==> src/rtl/wcs_pkg.sv <==
package wcs_pkg;
  localparam int CMD_W = 16;
  localparam int OP_W  = 5;
  localparam int ARG_W = CMD_W - OP_W;

  typedef enum logic [OP_W-1:0] {
    OP_GLOBAL_RST = 5'h00,
    OP_WIN_SEL    = 5'h01,
    OP_XCVR_ON    = 5'h02,
    OP_RX_OFF     = 5'h03,
    OP_RX_ON      = 5'h04,
    OP_RX_RST     = 5'h05,
    OP_TX_ON      = 5'h09,
    OP_TX_OFF     = 5'h0A,
    OP_TX_RST     = 5'h0B,
    OP_INT_REQ    = 5'h0C,
    OP_INT_ACK    = 5'h0D,
    OP_MASK_LD    = 5'h0E,
    OP_FILT_LD    = 5'h10,
    OP_THR_RXE    = 5'h11,
    OP_THR_TXA    = 5'h12,
    OP_THR_TXS    = 5'h13,
    OP_STATS_ON   = 5'h15,
    OP_STATS_OFF  = 5'h16,
    OP_XCVR_OFF   = 5'h17
  } op_e;

  typedef struct packed {
    logic gl_rst;
    logic win_sel;
    logic rx_on;
    logic rx_off;
    logic rx_rst;
    logic tx_on;
    logic tx_off;
    logic tx_rst;
    logic int_req;
    logic int_ack;
    logic mask_ld;
    logic filt_ld;
    logic thr_rxe;
    logic thr_txa;
    logic thr_txs;
    logic st_on;
    logic st_off;
    logic xc_on;
    logic xc_off;
  } dec_t;
endpackage

==> src/rtl/wcs_decode.sv <==
module wcs_decode
  import wcs_pkg::*;
(
  input  logic             fire,
  input  logic [CMD_W-1:0] word,
  output dec_t             d,
  output logic [ARG_W-1:0] arg
);
  logic [OP_W-1:0] op;
  assign op  = word[CMD_W-1:ARG_W];
  assign arg = word[ARG_W-1:0];

  always_comb begin
    d = '0;
    if (fire) begin
      case (op)
        OP_GLOBAL_RST: d.gl_rst  = 1'b1;
        OP_WIN_SEL:    d.win_sel = 1'b1;
        OP_XCVR_ON:    d.xc_on   = 1'b1;
        OP_RX_OFF:     d.rx_off  = 1'b1;
        OP_RX_ON:      d.rx_on   = 1'b1;
        OP_RX_RST:     d.rx_rst  = 1'b1;
        OP_TX_ON:      d.tx_on   = 1'b1;
        OP_TX_OFF:     d.tx_off  = 1'b1;
        OP_TX_RST:     d.tx_rst  = 1'b1;
        OP_INT_REQ:    d.int_req = 1'b1;
        OP_INT_ACK:    d.int_ack = 1'b1;
        OP_MASK_LD:    d.mask_ld = 1'b1;
        OP_FILT_LD:    d.filt_ld = 1'b1;
        OP_THR_RXE:    d.thr_rxe = 1'b1;
        OP_THR_TXA:    d.thr_txa = 1'b1;
        OP_THR_TXS:    d.thr_txs = 1'b1;
        OP_STATS_ON:   d.st_on   = 1'b1;
        OP_STATS_OFF:  d.st_off  = 1'b1;
        OP_XCVR_OFF:   d.xc_off  = 1'b1;
        default:       d = '0;
      endcase
    end
  end
endmodule

==> src/rtl/wcs_busy.sv <==
module wcs_busy #(
  parameter int CYCLES = 4
) (
  input  logic clk,
  input  logic rst_n,
  input  logic start,
  output logic busy
);
  localparam int CNT_W = $clog2(CYCLES + 1);
  localparam logic [CNT_W-1:0] LOAD = CNT_W'(CYCLES);

  logic [CNT_W-1:0] cnt_q;

  always_ff @(posedge clk) begin
    if (!rst_n)          cnt_q <= '0;
    else if (start)      cnt_q <= LOAD;
    else if (cnt_q != 0) cnt_q <= cnt_q - 1'b1;
  end

  assign busy = (cnt_q != 0);

  // a reset-class command always opens a busy window
  a_r5_busy_after_start: assert property (@(posedge clk) disable iff (!rst_n)
    start |=> busy);
endmodule

==> src/rtl/wcs_irq_status.sv <==
module wcs_irq_status #(
  parameter int EV_W = 8
) (
  input  logic            clk,
  input  logic            rst_n,
  input  logic            clear,
  input  logic [EV_W-1:1] set_vec,
  input  logic            ack_en,
  input  logic [EV_W-1:0] ack_vec,
  input  logic            mask_ld,
  input  logic [EV_W-1:1] mask_in,
  output logic [EV_W-1:0] ev_bits,
  output logic            irq
);
  logic [EV_W-1:1] ev_q;
  logic            latch_q;
  logic [EV_W-1:1] mask_q;
  logic [EV_W-1:0] ack_eff;

  assign ack_eff = ack_en ? ack_vec : '0;

  always_ff @(posedge clk) begin
    if (!rst_n || clear) begin
      ev_q    <= '0;
      latch_q <= 1'b0;
      mask_q  <= '0;
    end else begin
      ev_q    <= (ev_q & ~ack_eff[EV_W-1:1]) | set_vec;
      latch_q <= (latch_q & ~ack_eff[0]) | (|set_vec);
      if (mask_ld) mask_q <= mask_in;
    end
  end

  assign ev_bits = {ev_q, latch_q};
  assign irq     = latch_q && |(ev_q & mask_q);

  // the interrupt line never rises without the latch
  a_r9_irq_needs_latch: assert property (@(posedge clk) disable iff (!rst_n)
    irq |-> ev_bits[0]);
  // a fresh event survives a same-cycle acknowledge
  a_r8_set_beats_ack: assert property (@(posedge clk) disable iff (!rst_n)
    (set_vec[2] && !clear) |=> (ev_bits[2] && ev_bits[0]));
endmodule

==> src/rtl/wcs_cmd_status.sv <==
module wcs_cmd_status
  import wcs_pkg::*;
#(
  parameter int BUSY_CYCLES = 4
) (
  input  logic        clk,
  input  logic        rst_n,
  input  logic        cmd_valid,
  output logic        cmd_ready,
  input  logic [15:0] cmd_word,
  input  logic        ev_fail,
  input  logic        ev_tx_done,
  input  logic        ev_tx_room,
  input  logic        ev_rx_done,
  input  logic        ev_rx_early,
  input  logic        ev_stats,
  output logic [15:0] status_word,
  output logic [2:0]  window,
  output logic        rx_enable,
  output logic        tx_enable,
  output logic        rx_reset_pulse,
  output logic        tx_reset_pulse,
  output logic        stats_enable,
  output logic        xcvr_on,
  output logic [3:0]  rx_filter,
  output logic [10:0] thr_rx_early,
  output logic [10:0] thr_tx_room,
  output logic [10:0] thr_tx_start,
  output logic        irq
);
  localparam int WIN_W  = 3;
  localparam int FILT_W = 4;
  localparam int EV_W   = 8;
  localparam int THR_W  = ARG_W;
  localparam logic [THR_W-1:0] THR_OFF = '1;

  logic             busy, fire;
  dec_t             d;
  logic [ARG_W-1:0] arg;
  logic [EV_W-1:1]  set_vec;
  logic [EV_W-1:0]  ev_bits;
  logic [WIN_W-1:0] win_q;
  logic             rx_en_q, tx_en_q, st_q, xc_q, rx_p_q, tx_p_q;
  logic [FILT_W-1:0] filt_q;
  logic [THR_W-1:0] thr_rxe_q, thr_txa_q, thr_txs_q;

  assign cmd_ready = !busy;
  assign fire      = cmd_valid && cmd_ready;

  wcs_decode u_dec (.fire(fire), .word(cmd_word), .d(d), .arg(arg));

  wcs_busy #(.CYCLES(BUSY_CYCLES)) u_busy (
    .clk(clk), .rst_n(rst_n),
    .start(d.gl_rst || d.rx_rst || d.tx_rst),
    .busy(busy));

  assign set_vec = {ev_stats, d.int_req,
                    ev_rx_early && (thr_rxe_q != THR_OFF),
                    ev_rx_done,
                    ev_tx_room && (thr_txa_q != THR_OFF),
                    ev_tx_done, ev_fail};

  wcs_irq_status #(.EV_W(EV_W)) u_irq (
    .clk(clk), .rst_n(rst_n), .clear(d.gl_rst),
    .set_vec(set_vec), .ack_en(d.int_ack), .ack_vec(arg[EV_W-1:0]),
    .mask_ld(d.mask_ld), .mask_in(arg[EV_W-1:1]),
    .ev_bits(ev_bits), .irq(irq));

  always_ff @(posedge clk) begin
    if (!rst_n || d.gl_rst) begin
      win_q     <= '0;
      rx_en_q   <= 1'b0;
      tx_en_q   <= 1'b0;
      st_q      <= 1'b0;
      xc_q      <= 1'b0;
      filt_q    <= '0;
      thr_rxe_q <= THR_OFF;
      thr_txa_q <= THR_OFF;
      thr_txs_q <= THR_OFF;
    end else begin
      if (d.win_sel) win_q <= arg[WIN_W-1:0];
      if (d.rx_on) rx_en_q <= 1'b1;
      else if (d.rx_off || d.rx_rst) rx_en_q <= 1'b0;
      if (d.tx_on) tx_en_q <= 1'b1;
      else if (d.tx_off || d.tx_rst) tx_en_q <= 1'b0;
      if (d.st_on) st_q <= 1'b1;
      else if (d.st_off) st_q <= 1'b0;
      if (d.xc_on) xc_q <= 1'b1;
      else if (d.xc_off) xc_q <= 1'b0;
      if (d.filt_ld) filt_q <= arg[FILT_W-1:0];
      if (d.thr_rxe) thr_rxe_q <= arg[THR_W-1:0];
      if (d.thr_txa) thr_txa_q <= arg[THR_W-1:0];
      if (d.thr_txs) thr_txs_q <= arg[THR_W-1:0];
    end
  end

  always_ff @(posedge clk) begin
    if (!rst_n) begin
      rx_p_q <= 1'b0;
      tx_p_q <= 1'b0;
    end else begin
      rx_p_q <= d.gl_rst || d.rx_rst;
      tx_p_q <= d.gl_rst || d.tx_rst;
    end
  end

  assign window         = win_q;
  assign rx_enable      = rx_en_q;
  assign tx_enable      = tx_en_q;
  assign rx_reset_pulse = rx_p_q;
  assign tx_reset_pulse = tx_p_q;
  assign stats_enable   = st_q;
  assign xcvr_on        = xc_q;
  assign rx_filter      = filt_q;
  assign thr_rx_early   = thr_rxe_q;
  assign thr_tx_room    = thr_txa_q;
  assign thr_tx_start   = thr_txs_q;
  assign status_word    = {win_q, busy, 4'b0000, ev_bits};

  // each reset pulse lasts a single cycle
  a_r4_rx_pulse_single: assert property (@(posedge clk) disable iff (!rst_n)
    rx_reset_pulse |=> !rx_reset_pulse);
  // the window moves only on a select or a global reset
  a_r2_window_hold: assert property (@(posedge clk) disable iff (!rst_n)
    !(fire && (cmd_word[15:11] == OP_WIN_SEL || cmd_word[15:11] == OP_GLOBAL_RST))
      |=> $stable(window));
  // a receiver reset leaves the receiver disabled
  a_r3_rx_off_after_rst: assert property (@(posedge clk) disable iff (!rst_n)
    (fire && cmd_word[15:11] == OP_RX_RST) |=> !rx_enable);
  // a global reset returns window, events and transmitter to idle
  a_r6_global_clears: assert property (@(posedge clk) disable iff (!rst_n)
    (fire && cmd_word[15:11] == OP_GLOBAL_RST)
      |=> (window == 3'd0 && status_word[7:0] == 8'h00 && !tx_enable && !irq));
endmodule

==> config.mk <==
export PLATFORM = sky130hd
export DESIGN_NAME = wcs_cmd_status
export DESIGN_NICKNAME = d
export VERILOG_FILES = /design/src/rtl/wcs_pkg.sv /design/src/rtl/wcs_decode.sv /design/src/rtl/wcs_busy.sv /design/src/rtl/wcs_irq_status.sv /design/src/rtl/wcs_cmd_status.sv
export SDC_FILE = /design/constraint.sdc
export NUM_CORES = 1
export LEC_CHECK = 0
export BUFFER_PORTS_ARGS = -buffer_cell sky130_fd_sc_hd__buf_2
export CORE_ASPECT_RATIO = 1.1
export CORE_UTILIZATION = 54
export DETAILED_ROUTE_END_ITERATION = 7
export PLACE_DENSITY = 0.84
export SETUP_SLACK_MARGIN = 0.02
export SLEW_MARGIN = 20
export SYNTH_ARGS = -nofsm -noshare
export SYNTH_HDL_FRONTEND = slang
export SYNTH_SLANG_ARGS = --single-unit
==> constraint.sdc <==
create_clock -name clk -period 4.3 [get_ports clk]
set_input_delay 0.43 -clock clk [delete_from_list [all_inputs] [get_ports clk]]
set_output_delay 0.43 -clock clk [all_outputs]
set_load 0.005 [all_outputs]
==> results of run 1 <==
==> per-layer routing <==
| metal | vias to the layer above | GRT usage [%] | part of all wire, % |
|---|---|---|---|
| met2 | 83 | 39.3 | 48 |
| met4 | 0 | 10.0 | 2.3 |
| li1 | 1167 | - | - |
| met3 | 9 | 7.49 | 4.4 |
| met1 | 1100 | 33.1 | 46 |
| met5 | - | 0 | 0 |
==> registers in the layout, indices dropped and copies added (netlist names) <==
name            count
rx_filter           4
thr_tx_start       11
rx_enable           1
xcvr_on             1
window              3
u_irq.latch_q       1
stats_enable        1
thr_rx_early       11
u_irq.ev_q          7
u_busy.cnt_q        3
u_irq.mask_q        7
rx_reset_pulse      1
thr_tx_room        11
tx_reset_pulse      1
tx_enable           1
==> synth_stat cells <==
| cell | count |
|---|---|
| mux2i_1 | 37 |
| nand4b_4 | 1 |
| nand4b_1 | 1 |
| nor3_4 | 1 |
| o2111a_1 | 1 |
| a31oi_1 | 4 |
| nand4_1 | 6 |
| inv_1 | 20 |
| o31ai_1 | 4 |
| nand3b_1 | 1 |
| nor2b_1 | 1 |
| buf_4 | 12 |
| xnor2_1 | 1 |
| a222oi_1 | 1 |
| o21ai_0 | 10 |
| xor2_1 | 1 |
| a31oi_2 | 1 |
| or3_1 | 2 |
| a22oi_1 | 2 |
| and3_1 | 5 |
| conb_1 | 1 |
| clkbuf_1 | 3 |
| dfxtp_1 | 64 |
| and4_1 | 1 |
| ha_1 | 3 |
| nand2_1 | 43 |
| nor3_2 | 1 |
| and4bb_2 | 1 |
| buf_6 | 2 |
| and3b_1 | 1 |
| a21oi_1 | 9 |
| nand2b_1 | 3 |
| nand3_1 | 8 |
| nor3_1 | 4 |
| o211ai_1 | 7 |
| buf_2 | 8 |
| nor4_4 | 1 |
| nor4_1 | 2 |
| nor2_1 | 18 |
| o311ai_0 | 2 |
| a311oi_1 | 1 |
==> metrics by stage <==
step                      utilization [%]  std cells  total power, uW
after floorplan                         -        298              756
after global placement               64.9        414              793
after detailed placement             64.9        414              799
after CTS                            68.4        430             1230
after global routing                 68.5        430             1290
final                                68.5        430             1230
==> critical path: stages, from the launching register on <==
cell and delay (ns):
dfxtp_1 0.32, inv_1 0.05, ha_1 0.16, ha_1 0.41, nand4b_4 0.23, nor3_2 0.94, mux2i_1 0.27, nand2_1 0.07
==> area by class of cell <==
class | instances | area (sq um) | share of cell area, %
flip-flops and latches | 64 | 1280 | 39.1
multi-input cells | 189 | 1250 | 38.3
repair buffers | 85 | 428 | 13.1
clock buffers | 13 | 149 | 4.55
inverters | 20 | 75.1 | 2.29
well taps | 56 | 70.1 | 2.14
clock inverters | 3 | 17.5 | 0.535
==> power by group <==
group	total (uW)	internal, uW	switching (uW)	leakage (uW)
sequential	623	612	11.9	0.000520
combinational	165	65.7	99.2	0.000879
clock	443	223	220	0.0000834
==> logic make-up (layout without fill, tap and decap cells) <==
| kind of cell | Yosys count | after routing | share of synthesized area [%] |
|---|---|---|---|
| other | 1 | 4 | 0.136 |
| adder cells (fa/ha/maj) | 3 | 3 | 1.36 |
| AND/OR/NAND/NOR | 101 | 101 | 19.1 |
| flip-flops | 64 | 64 | 46.5 |
| buffers and inverters | 45 | 121 | 8.68 |
| XOR/XNOR | 2 | 2 | 0.636 |
| AO/OA/AOI/OAI | 42 | 42 | 10.1 |
| multiplexers | 37 | 37 | 13.5 |
==> worst paths after layout <==
path,endpoint,cells past startpoint
max reg2reg,thr_rx_early[6]$_SDFFE_PP1P_,7
min reg2reg,thr_tx_start[9]$_SDFFE_PP1P_,2
max,thr_rx_early[6]$_SDFFE_PP1P_,7
min,u_irq.ev_q[4]$_SDFF_PP0_,3
==> impl_metrics.toml, run 1 <==
[status]
outcome = "finished clean"

[clock_tree]
htree_levels = 3
insertion_delay_ns = 0.35
post-cts-setup-buffers = 0
cts_tree = "yes"
cts_hold_buf = 0
root_buffer = "clkbuf_8"
clock_path_buffers = 2
numCtsBuffers = 9
cts_sinks = 64
clkSlewWorstSetupHoldPaths_ns = 0.07
ctsResizeCount = 0

[timing]
setup_viol = 0
finalSetupTns_ns = 0
fin_crit_sh_pct = 59.9
rsz0062_at_grt = "no"
fin_crit_ns = 2.58
finalHoldViolations = 0
worst_hold_slack_ns = 0.326
slew_headroom_pct = 23.8
max_slew.worst_pin.slew_ns = 1.14
slew_viol_final = 0
fin_ws_ns = 1.72
skew_ns = 0.00528
timing.fmax_ghz = 0.388

[global_route]
grt_overflow = 0
grt_pass1_wl_microns = 10700
grt_max_degree = 35
grt_pass1_vias = 2130
antenna_found_initial = 0
grt_use_total_pct = 25.4

[power_and_ir_drop]
p_per_area_nw_per_um2 = 376
leakagePower_uw = 0.00148
ir_worst_vdd_mv = 0.292

[layout]
mostFrequentLayoutCells = "buf_2, dfxtp_1, nand2_1"
nNetsFinal = 397
layout-drive-gt1-share_pct = 28.1
areaGrowthSynthToFinish_pct = 19.0
diodes = 0
layout_commonest_cell = "buf_2"
fin_area_sq_um = 3280
fillers = 412

[worst_hold_path]
holdCritPathClass = "in -> reg"
hold_start = "ev_rx_done"

[die]
rows = 26
die-area_sq_um = 5390
core_sq_um = 4780
die_w_microns = 70.1
num_io_pins = 89
die_h_microns = 76.9
start_util_pct = 57.6

[placement]
port-buffer-count = 84
place_area_sq_um = 3100
place_ws_ns = 1.69
dp_hpwl_microns = 4690
gp_congestion = 0.822

[routing]
vias_per_cell = 5.49
vias = 2359
wl_microns = 6410
drtIter0Drc = 145
routedWlPerCell_microns = 14.9
dr.pass1.iters = 4
antenna_left = 0
drc = 0

[synthesis]
avgSynthCellArea_sq_um = 9.33
synth_top_area_share_pct = 46.5
yosysUniqueCellTypes = 41
ys_seq_elements = 64
syn-instance-count = 295
synthTopCellsByArea = "dfxtp_1, mux2i_1, nand2_1"
yosys.area.top_type = "dfxtp_1"
ys_seq_area_share_pct = 46.5
syn-cell-area_sq_um = 2750
yosysWarningCount = 0

[critical_path]
reg2reg_from = "u_busy.cnt_q[0]$_SDFFE_PP0P_"
critPathKind = "reg -> reg"
crit_path_end_kind = "register"
critPathRequiredTime_ns = 4.52
startpoint = "u_busy.cnt_q[0]$_SDFFE_PP0P_"
crit_path_start_kind = "register"
cp_max_fo = 11
arrival_ns = 2.80
reg2reg_slack_ns = 1.72

[flow_run]
cap_violations = 0
(Power assumes the default switching activity.)
==> run 2, diff against run 1 <==
Settings changed: CORE_UTILIZATION 54 to 45, PLACE_DENSITY 0.84 to 0.75.
Clock period 4.3 ns to 2.35 ns, I/O delays scaled along.
==> impl_metrics.toml, run 2 (synthesized netlist as in run 1, its figures left out) <==
[critical_path]
critPathKind = "reg -> reg"
crit_slowest_cell = "or3_1"
arrival_ns = 2.27
cp_max_fo = 18
worstPathCellList = "inv_1, ha_1, ha_2, nand4b_4, or3_1, nand2_1, o211ai_1"
crit_path_start_kind = "register"
r2r_cells = 7
cpPeakStageDelay_ns = 0.62
crit_path_end_kind = "register"
reg2reg_slack_ns = 0.29
critPathRequiredTime_ns = 2.56

[clock_tree]
htree_levels = 3
root_buffer = "clkbuf_8"
cts_sinks = 64
clock_path_buffers = 2
clkSlewWorstSetupHoldPaths_ns = 0.07
numCtsBuffers = 9
cts_tree = "yes"
insertion_delay_ns = 0.35

[die]
start_util_pct = 47.1
core_sq_um = 5840
die_w_microns = 76.6
die_h_microns = 84.0
rows = 29
die-area_sq_um = 6430
num_io_pins = 89

[global_route]
grt_use_total_pct = 21.8
grt_pass1_wl_microns = 10700
antenna_found_initial = 0
grt_max_degree = 35
grt_overflow = 0
grt_pass1_vias = 2177

[layout]
fin_util_pct = 57.8
layout_commonest_cell = "buf_2"
nNetsFinal = 402
areaGrowthSynthToFinish_pct = 22.8
diodes = 0
layout-drive-gt1-share_pct = 29.8
mostFrequentLayoutCells = "buf_2, dfxtp_1, nand2_1"

[routing]
routedWlPerCell_microns = 14.4
drc = 0
routed-wl-met2_microns = 3140
vias_per_cell = 5.14
routedLengthMet1_microns = 2980
wl_met3_microns = 282
antenna_left = 0
vias = 2346
wl_microns = 6560
dr.pass1.iters = 4
drtIter0Drc = 129
highest_layer = "met4"

[placement]
gp_congestion = 0.806
dp_hpwl_microns = 4810
port-buffer-count = 84

[power_and_ir_drop]
p_per_area_nw_per_um2 = 711
p_total_uw = 2400
leakagePower_uw = 0.00152
ir_worst_vdd_mv = 0.399

[timing]
rsz0062_at_grt = "no"
finalHoldViolations = 0
slew_headroom_pct = 65.2
finalSetupTns_ns = 0
fin_crit_ns = 2.06
timing.fmax_ghz = 0.486
skew_ns = 0.00902
max_slew.worst_pin.slew_ns = 0.522
fin_crit_sh_pct = 87.6
slew_viol_final = 0
setup_viol = 0

[worst_hold_path]
hold_depth = 3
holdCritPathClass = "in -> reg"

[status]
outcome = "finished clean"

[flow_run]
cap_violations = 0
-- run 2: worst paths after layout --
path | startpoint | end
worst max-delay path | u_busy.cnt_q[0]$_SDFFE_PP0P_ | thr_tx_start[4]$_SDFFE_PP1P_
worst min-delay path | ev_stats | u_irq.ev_q[7]$_SDFF_PP0_
worst max register to register | u_busy.cnt_q[0]$_SDFFE_PP0P_ | thr_tx_start[4]$_SDFFE_PP1P_
worst min register to register | thr_tx_start[10]$_SDFFE_PP1P_ | thr_tx_start[10]$_SDFFE_PP1P_
-- run 2: through the flow --
step / worst slack, ns / instance area [sq um] / hold slack (ns) / std cells
detailed placement: 0.157 / 3180 / 0.454 / 440
global placement: 0.279 / 3180 / 0.455 / 440
global route: 0.137 / 3380 / 0.129 / 456
floorplan: 0.429 / 2760 / 0.358 / 298
CTS: 0.149 / 3380 / 0.116 / 456
finish: 0.292 / 3380 / 0.127 / 456
-- run 2: cell type report --
cell class              instances  area [sq um]
clock inverters                 5          56.3
repair buffers                 90           478
inverters                      20          75.1
well taps                      77          96.3
multi-input cells             189          1250
clock buffers                  11           141
flip-flops and latches         64          1280
fillers                       532          2460
-- run 2: repair_timing --
| item | CTS | global route |
|---|---|---|
| endpoints found under the setup margin | 0 | 4 |
| hold buffers | 0 | 0 |
| resized for setup | 0 | 1 |
| buffers inserted | 0 | 0 |
-- run 2: critical path, delay by kind of cell (launching register included) --
family	cells	cell delay [ns]
compound gates	1	0.09
fa+ha+maj	2	0.49
buf+inv	1	0.05
flops	1	0.32
simple gates	3	0.97
-- run 2: layer usage --
layer	global-route usage [%]	vias up
met3	3.72	12
li1	-	1164
met2	35.0	69
met5	0	-
met4	12.6	0
met1	27.5	1101
-- run 2: power breakdown --
part,switching (uW),internal [uW]
clock,429,517
combinational,183,133
sequential,22.0,1120
total,635,1770
